$ cat src/rtl/gpx_pkg.sv
package gpx_pkg;
  localparam int NPORT = 10;
  localparam int RW    = 8;
  localparam int FW    = 16;
  localparam int AW    = 7;

  localparam logic [AW-1:0] A_GRP_LO  = 7'h0A;
  localparam logic [AW-1:0] A_GRP_MID = 7'h0B;
  localparam logic [AW-1:0] A_GRP_HI  = 7'h0C;
  localparam logic [AW-1:0] A_GRP_ALL = 7'h0D;
  localparam logic [AW-1:0] A_PIN_LO  = 7'h0E;
  localparam logic [AW-1:0] A_PIN_HI  = 7'h0F;
  localparam logic [AW-1:0] A_SCRATCH = 7'h10;
  localparam logic [AW-1:0] A_NOP     = 7'h20;

  localparam logic [RW-1:0] PORT_RST  = 8'h01;
  localparam logic [RW-1:0] SCR_RST   = 8'h00;

  typedef logic [NPORT-1:0][RW-1:0] port_regs_t;

  // Which port registers an address writes (single or broadcast)
  function automatic logic [NPORT-1:0] wr_mask(input logic [AW-1:0] a);
    logic [NPORT-1:0] m;
    m = '0;
    if (int'(a) < NPORT) m[int'(a)] = 1'b1;
    else begin
      case (a)
        A_GRP_LO:  m = 10'h00F;
        A_GRP_MID: m = 10'h0F0;
        A_GRP_HI:  m = 10'h300;
        A_GRP_ALL: m = '1;
        default:   m = '0;
      endcase
    end
    return m;
  endfunction

  // Value returned in the low byte of a read answer
  function automatic logic [RW-1:0] rd_value(input logic [AW-1:0] a,
                                             input port_regs_t regs,
                                             input logic [RW-1:0] scr,
                                             input logic [NPORT-1:0] pins);
    logic [RW-1:0] v;
    v = '0;
    if (int'(a) < NPORT) v = regs[int'(a)];
    else begin
      case (a)
        A_PIN_LO:  v = pins[7:0];
        A_PIN_HI:  v = {6'b0, pins[9:8]};
        A_SCRATCH: v = scr;
        default:   v = '0;
      endcase
    end
    return v;
  endfunction

  function automatic logic drives_low(input logic [RW-1:0] r);
    return r == '0;
  endfunction
endpackage

$ cat src/rtl/gpx_cmd_decode.sv
module gpx_cmd_decode
  import gpx_pkg::*;
(
  input  logic                 clk,
  input  logic                 rst_n,
  input  logic                 frame_valid,
  input  logic [FW-1:0]        frame,
  output logic                 rd_evt,
  output logic                 wr_evt,
  output logic [AW-1:0]        addr,
  output logic [RW-1:0]        wdata,
  output logic [RW-1:0]        cmd,
  output logic [NPORT-1:0]     port_wr,
  output logic                 scr_wr
);
  logic is_read;

  assign is_read = frame[FW-1];
  assign cmd     = frame[FW-1:RW];
  assign addr    = frame[FW-2:RW];
  assign wdata   = frame[RW-1:0];
  assign rd_evt  = frame_valid & is_read;
  assign wr_evt  = frame_valid & ~is_read;
  assign port_wr = wr_evt ? wr_mask(addr) : '0;
  assign scr_wr  = wr_evt && (addr == A_SCRATCH);

  // a read frame never produces a write strobe
  a_r8_read_no_write: assert property (@(posedge clk) disable iff (!rst_n)
    rd_evt |-> (port_wr == '0) && !scr_wr);

  // status, no-op addresses write nothing
  a_r6_ro_no_strobe: assert property (@(posedge clk) disable iff (!rst_n)
    (wr_evt && (addr == A_PIN_LO || addr == A_PIN_HI || addr == A_NOP))
      |-> (port_wr == '0) && !scr_wr);

  // no strobe without a valid frame
  a_r10_idle_no_strobe: assert property (@(posedge clk) disable iff (!rst_n)
    !frame_valid |-> (port_wr == '0) && !scr_wr && !rd_evt);
endmodule

$ cat src/rtl/gpx_port_bank.sv
module gpx_port_bank
  import gpx_pkg::*;
(
  input  logic                 clk,
  input  logic                 rst_n,
  input  logic [NPORT-1:0]     port_wr,
  input  logic [RW-1:0]        wdata,
  output port_regs_t           port_q,
  output logic [NPORT-1:0]     pull_low
);
  for (genvar i = 0; i < NPORT; i++) begin : g_port
    always_ff @(posedge clk or negedge rst_n) begin
      if (!rst_n)          port_q[i] <= PORT_RST;
      else if (port_wr[i]) port_q[i] <= wdata;
    end
    assign pull_low[i] = drives_low(port_q[i]);

    // writing 0x00 pulls the port low next cycle
    a_r2_drive_low: assert property (@(posedge clk) disable iff (!rst_n)
      (port_wr[i] && wdata == '0) |=> pull_low[i]);

    // any nonzero value releases the port
    a_r3_release: assert property (@(posedge clk) disable iff (!rst_n)
      (port_wr[i] && wdata != '0) |=> !pull_low[i]);

    // without a strobe the register holds
    a_r6_hold: assert property (@(posedge clk) disable iff (!rst_n)
      !port_wr[i] |=> $stable(port_q[i]));
  end
endmodule

$ cat src/rtl/gpx_readback.sv
module gpx_readback
  import gpx_pkg::*;
(
  input  logic                 clk,
  input  logic                 rst_n,
  input  logic                 rd_evt,
  input  logic                 wr_evt,
  input  logic [RW-1:0]        cmd,
  input  logic [AW-1:0]        addr,
  input  port_regs_t           port_q,
  input  logic [RW-1:0]        scr_q,
  input  logic [NPORT-1:0]     pins,
  output logic [FW-1:0]        rdata
);
  logic [RW-1:0] sel_val;

  assign sel_val = rd_value(addr, port_q, scr_q, pins);

  always_ff @(posedge clk or negedge rst_n) begin
    if (!rst_n)      rdata <= '0;
    else if (rd_evt) rdata <= {cmd, sel_val};
    else if (wr_evt) rdata <= '0;
  end

  // the answer echoes the command byte
  a_r8_echo: assert property (@(posedge clk) disable iff (!rst_n)
    rd_evt |=> rdata[FW-1:RW] == $past(cmd));

  // a write frame clears the answer
  a_r9_write_clears: assert property (@(posedge clk) disable iff (!rst_n)
    wr_evt |=> rdata == '0);

  // upper status bits are zero
  a_r5_hi_pad: assert property (@(posedge clk) disable iff (!rst_n)
    (rd_evt && addr == A_PIN_HI) |=> rdata[RW-1:2] == '0);
endmodule

$ cat src/rtl/gpx_regmap.sv
module gpx_regmap
  import gpx_pkg::*;
(
  input  logic             clk,
  input  logic             rst_n,
  input  logic             frame_valid,
  input  logic [15:0]      frame,
  input  logic [9:0]       pin_level,
  output logic [9:0]       pull_low,
  output logic [15:0]      rdata
);
  logic               rd_evt;
  logic               wr_evt;
  logic [AW-1:0]      addr;
  logic [RW-1:0]      wdata;
  logic [RW-1:0]      cmd;
  logic [NPORT-1:0]   port_wr;
  logic               scr_wr;
  port_regs_t         port_q;
  logic [RW-1:0]      scr_q;

  gpx_cmd_decode u_dec (
    .clk(clk), .rst_n(rst_n), .frame_valid(frame_valid), .frame(frame),
    .rd_evt(rd_evt), .wr_evt(wr_evt), .addr(addr), .wdata(wdata),
    .cmd(cmd), .port_wr(port_wr), .scr_wr(scr_wr)
  );

  gpx_port_bank u_bank (
    .clk(clk), .rst_n(rst_n), .port_wr(port_wr), .wdata(wdata),
    .port_q(port_q), .pull_low(pull_low)
  );

  always_ff @(posedge clk or negedge rst_n) begin
    if (!rst_n)      scr_q <= SCR_RST;
    else if (scr_wr) scr_q <= wdata;
  end

  gpx_readback u_rb (
    .clk(clk), .rst_n(rst_n), .rd_evt(rd_evt), .wr_evt(wr_evt),
    .cmd(cmd), .addr(addr), .port_q(port_q), .scr_q(scr_q),
    .pins(pin_level), .rdata(rdata)
  );

  // outputs leave reset released and cleared
  a_r1_reset_state: assert property (@(posedge clk) disable iff (!rst_n)
    $rose(rst_n) |-> (pull_low == '0) && (rdata == '0) && (scr_q == SCR_RST));

  // scratch writes store the byte and leave ports alone
  a_r7_scratch_store: assert property (@(posedge clk) disable iff (!rst_n)
    scr_wr |=> (scr_q == $past(wdata)) && $stable(pull_low));

  // an idle cycle changes nothing visible
  a_r10_idle_hold: assert property (@(posedge clk) disable iff (!rst_n)
    !frame_valid |=> $stable(pull_low) && $stable(rdata) && $stable(scr_q));
endmodule

$ cat config.mk
export PLATFORM = sky130hd
export DESIGN_NAME = gpx_regmap
export DESIGN_NICKNAME = d
export VERILOG_FILES = /design/src/rtl/gpx_pkg.sv /design/src/rtl/gpx_cmd_decode.sv /design/src/rtl/gpx_port_bank.sv /design/src/rtl/gpx_readback.sv /design/src/rtl/gpx_regmap.sv
export SDC_FILE = /design/constraint.sdc
export NUM_CORES = 1
export LEC_CHECK = 0
export ABC_AREA = 1
export BUFFER_PORTS_ARGS = -buffer_cell sky130_fd_sc_hd__buf_4
export CAP_MARGIN = 15
export CORE_ASPECT_RATIO = 1.25
export CORE_MARGIN = 2
export CORE_UTILIZATION = 55
export CTS_BUF_LIST = sky130_fd_sc_hd__clkbuf_8
export DETAILED_ROUTE_END_ITERATION = 10
export PLACE_DENSITY_LB_ADDON = 0.3
export REMOVE_ABC_BUFFERS = 1
export SYNTH_ARGS = -nofsm -noshare
export SYNTH_HDL_FRONTEND = slang
export SYNTH_HIERARCHICAL = 1
export SYNTH_SLANG_ARGS = --single-unit
$ cat constraint.sdc
create_clock -name clk -period 2.3 [get_ports clk]
set_input_delay 0.46 -clock clk [delete_from_list [all_inputs] [get_ports clk]]
set_output_delay 0.46 -clock clk [all_outputs]
set_load 0.02 [all_outputs]
# == Word-level counts from Yosys, hierarchy flattened ==
# Cells that the tools add are included.
# totals
wordCells,49
regBits,104
out_inout_bits,26
input_bits,29
# op_classes
n_mux,11
reduce_logical,13
bitwise,3
eq_ne,7
n_lt_le_gt_ge,3
# ops
operator,count
8-bit logical NOT,10
"7-bit by 4-bit == test with 1-bit output, second input constant",6
10-bit one-hot mux with 4 select lines,1
8-bit binary-select mux with 4-bit select,1
16-bit two-way mux,2
8-bit one-hot mux with 3 select lines,1
10-bit two-way mux,2
8-bit two-way mux,2
"7-bit by 5-bit == test with 1-bit output, second input constant",1
"7-bit by 1-bit greater-or-equal comparator with 1-bit output, second input constant",1
"7-bit by 4-bit less-than comparator with 1-bit output, second input constant",1
"7-bit by 5-bit less-than comparator with 1-bit output, second input constant",1
1-bit demux with 4-bit select,1
1-bit bitwise AND,2
1-bit logical AND,2
2-bit nonzero test,1
1-bit two-way mux,1
1-bit NOT,1

# == Longest topological paths before layout ==
# depth
word_depth,6
mapped_depth,13
depth_no_buf,11

# == By module ==
# The synthesis kept the hierarchy.
# by_module_without_submodules
module,area_each_um2,cells_each,n_inst,seq_area_each_um2
gpx_port_bank,3479.6,408,1,2014.4
gpx_readback,1905.6,330,1,400.4
gpx_cmd_decode,476.7,93,1,0.0
gpx_regmap,305.3,34,1,200.2

# == Least setup slack after synthesis ==
# No wires, ideal clock.
# synth_timing
path_kind,input -> register
start,input port frame_valid
end,register u_bank/port_q[13] in the netlist's numbering
stages,7
setup_ns,0.126
setup_slack_ns,0.758
arrival_time_ns,1.416
required_ns,2.174
n_path_buf,1
cell_sequence,inv_1 > or2_4 > nor2_8 > nand2_2 > nor2_1 > buf_6 > o21ai_0
# synth_via
elab_chain_cells,2
# synth_rtl
item,line,rtl
"start, declared",gpx_regmap.sv:6,"input logic frame_valid,"
1-bit bitwise AND,gpx_cmd_decode.sv:23,assign wr_evt = frame_valid & ~is_read;
10-bit two-way mux,gpx_cmd_decode.sv:24,assign port_wr = wr_evt ? wr_mask(addr) : '0;
via port_wr[1],gpx_regmap.sv:17,logic [NPORT-1:0] port_wr;
"end signal, assigned by index",gpx_port_bank.sv:14,else if (port_wr[i]) port_q[i] <= wdata;
"end, declared",gpx_port_bank.sv:8,"output port_regs_t port_q,"
# The timed path passes the listed nets, and every way through them passes these cells.
# A chain may end at the register's enable or synchronous reset.

# == Worst setup path in the final report ==
# layout_timing
start,register u_bank/port_q[53] in the netlist's numbering
end,output port pull_low[6]
# layout_via
elab_chain_cells,1
# layout_rtl
item,line,rtl
8-bit logical NOT,gpx_pkg.sv:58,return r == '0;
"end, declared",gpx_regmap.sv:9,"output logic [9:0] pull_low,"
# No other way between the ends.

==> run metrics <==
clock latency on the worst-skew pair 0.39 ns; clock input transition at the sequential cells of the worst setup and hold paths 0.10 ns; top cell family by delay on the critical path flip-flops; die footprint 12100 µm²; detailed-router iteration count before antenna repair 6; violations in the final reports hold timing; number of hold violations in the final report 1; peak supply drop 0.371 mV; CTS tree done; Max Transition Viols Final 0; worst reg2reg path startpoint u_bank/port_q[16]$_DFFE_PN1P_; critical path buffer and inverter count 1; Die X-Extent 98.7 µm; count of antenna-violating nets left after detailed routing 0; fin crit share 0.774; total via count in the routed design 5295; Req. time, crit path 1.84 ns; wire per inst 14.8 µm; # Post-CTS Setup Buffers 0; largest net degree at the start of global routing 44; worst setup timing slack at the placement stage 0.184 ns; via count of the first global-routing pass 4948; most frequent cells in the layout sky130_fd_sc_hd__nand2_1 (273), sky130_fd_sc_hd__inv_1 (132), sky130_fd_sc_hd__nor2_1 (95); Final setup viols 0; # fillers 1028; Initial Util 0.559; setup repair after global routing missed its margin no; critical-path cell with the highest stage delay sky130_fd_sc_hd__dfrtp_1; number of nets in the layout 919; placeable core area 11000 µm²; largest stage delay on the critical path 0.41 ns; wire length reported by the detailed router 15.3 mm; post-synthesis sequential element count 104; TritonCTS Buffers 9; Worst Setup Start Kind register; maximum clock rate 561 MHz; netlist area before placement 6170 µm²; Final Instance Count excl. Fillers 1030; Syn Inst Count 865; count of hold buffers inserted by post-cts repair 0; Area growth, synth to finish 6.86%; number of unique standard cell types used by synthesis 33; root cell of the clock tree sky130_fd_sc_hd__clkbuf_8; P_leak 0.00351 µW; total negative setup slack 0 ns; most common library cell in the layout ignoring fill and taps sky130_fd_sc_hd__nand2_1; row cnt 43; H-tree Lvls 3; cell repeated most along the worst path sky130_fd_sc_hd__nor2_1; number of diodes added for antenna fixing 0; worst path arrival time 1.32 ns; worst min-delay path category in -> async; Worst Skew 0.0107 ns; die height 122 µm; largest area contributor in the synthesized netlist sky130_fd_sc_hd__dfrtp_1; first-pass GRT wire length 25.0 mm; number of DRC markers in iteration 0 457; result of the run finished with violations; top-area cell type share of the netlist area 0.381; Critical Path, Cell by Cell nor2_1 > nand2_1 > nor2_1 > buf_4; overall power after layout 4890 µW; number of gates resized after CTS 0; Hold Worst Slack -0.000442 ns; total global-route track usage 0.267; part of the Yosys area used for sequential elements 0.424; number of clock sinks 104; number of vias per cell after detailed routing 5.14; share of cells above drive strength 1 0.134; Tmin final 1.78 ns; number of primary I/O pins 55; Worst Tran Pin Value 1.07 ns; PortBufs 54; MaxCap Viol Count 0; initial antenna violation count 0; final setup margin 0.519 ns; synthesized area per cell 7.13 µm²; Crit. End Element primary output; launch point of the critical path u_bank/port_q[53]$_DFFE_PN0P_; worst slew margin relative to its limit 0.284; critical setup path kind reg -> out; Worst Path Max Fanout 3; global route overflow 0; PwrDens 743 nW/µm²; Post-Place Cells 1014; largest cells by area after synthesis sky130_fd_sc_hd__dfrtp_1 (38%), sky130_fd_sc_hd__nand2_1 (17%), sky130_fd_sc_hd__inv_1 (8.0%); gpl congestion 0.993; maximum clock path buffer count 2; YS warnings 6; post-detailed-placement half-perimeter wirelength 10.8 mm; # DRC 0
-- final cells by class --
| type | count | area [µm²] | share of cell area |
|---|---|---|---|
| multi-input cells | 565 | 2530 | 0.383 |
| well taps | 135 | 169 | 0.0256 |
| flip-flops and latches | 104 | 2620 | 0.397 |
| inverters | 139 | 529 | 0.0803 |
| clock inverters | 6 | 67.6 | 0.0103 |
| repair buffers | 71 | 546 | 0.0828 |
| clock buffers | 10 | 138 | 0.0209 |
-- where the power goes --
group	internal [µW]	total, µW	switching (µW)
clock	539	1210	667
sequential	2280	2630	348
combinational	409	1060	649
total	3230	4890	1660
-- synthesized netlist by cell type (all sizes together) --
library cell / number
dfrtp: 94
clkbuf: 6
a21oi: 6
nand3b: 5
nand2: 279
o21ai: 90
buf: 51
a21boi: 8
a22o: 8
inv: 136
nand3: 56
dfstp: 10
nor2: 102
or2: 9
nand4: 1
clkinv: 3
nor3: 1
-- layer usage --
metal / GRT usage / part of all wire
met1: 0.364 / 0.44
met2: 0.426 / 0.47
met3: 0.0319 / 0.053
met4: 0.130 / 0.039
met5: 0 / 0
-- sequential cells by signal, summed over array words and instances, names as in the netlist --
register / cells
u_rb/rdata: 16
scr_q: 8
u_bank/port_q: 80
-- path summary, 6_finish.rpt --
path                                            endpoint  cells past startpoint  slack, ns
hold reg to reg             u_bank/port_q[8]$_DFFE_PN1P_                      2       0.48
setup reg to reg               u_rb/rdata[0]$_DFFE_PN0P_                      7       0.97
setup / recovery                             pull_low[6]                      4       0.52
max in group asynchronous  u_bank/port_q[64]$_DFFE_PN1P_                      2       1.63
hold / removal                 u_rb/rdata[8]$_DFFE_PN0P_                      1    -0.0004
min in group clk              u_rb/rdata[15]$_DFFE_PN0P_                      2       0.32
-- worst reg2reg max path, cell delays in order, from the launching register on --
cell                       delay (ns)
sky130_fd_sc_hd__dfstp_2         0.56
sky130_fd_sc_hd__nand3b_1        0.11
sky130_fd_sc_hd__a21oi_1         0.09
sky130_fd_sc_hd__nor2_1          0.21
sky130_fd_sc_hd__nand2_1         0.09
sky130_fd_sc_hd__nand2_1         0.09
sky130_fd_sc_hd__nand2_1         0.06
sky130_fd_sc_hd__nand2_1         0.05
-- stage by stage --
| step | cell area [µm²] | hold WS, ns | util |
|---|---|---|---|
| floorplan | 5670 | 0.164 | - |
| global placement | 6380 | 0.424 | 0.579 |
| detailed placement | 6380 | 0.427 | 0.579 |
| CTS | 6590 | 0.00925 | 0.598 |
| global route | 6590 | 0.0191 | 0.598 |
| finish | 6590 | -0.000442 | 0.598 |
-- logic make-up (layout without fill, tap and decap cells) --
kind of cell / count (synthesis) / count (layout) / synth area share
AND/OR/NAND/NOR: 453 / 453 / 0.307
flip-flops: 104 / 104 / 0.424
buffers and inverters: 196 / 226 / 0.166
AO/OA/AOI/OAI: 112 / 112 / 0.103
Power figures use the tool's default switching activity.
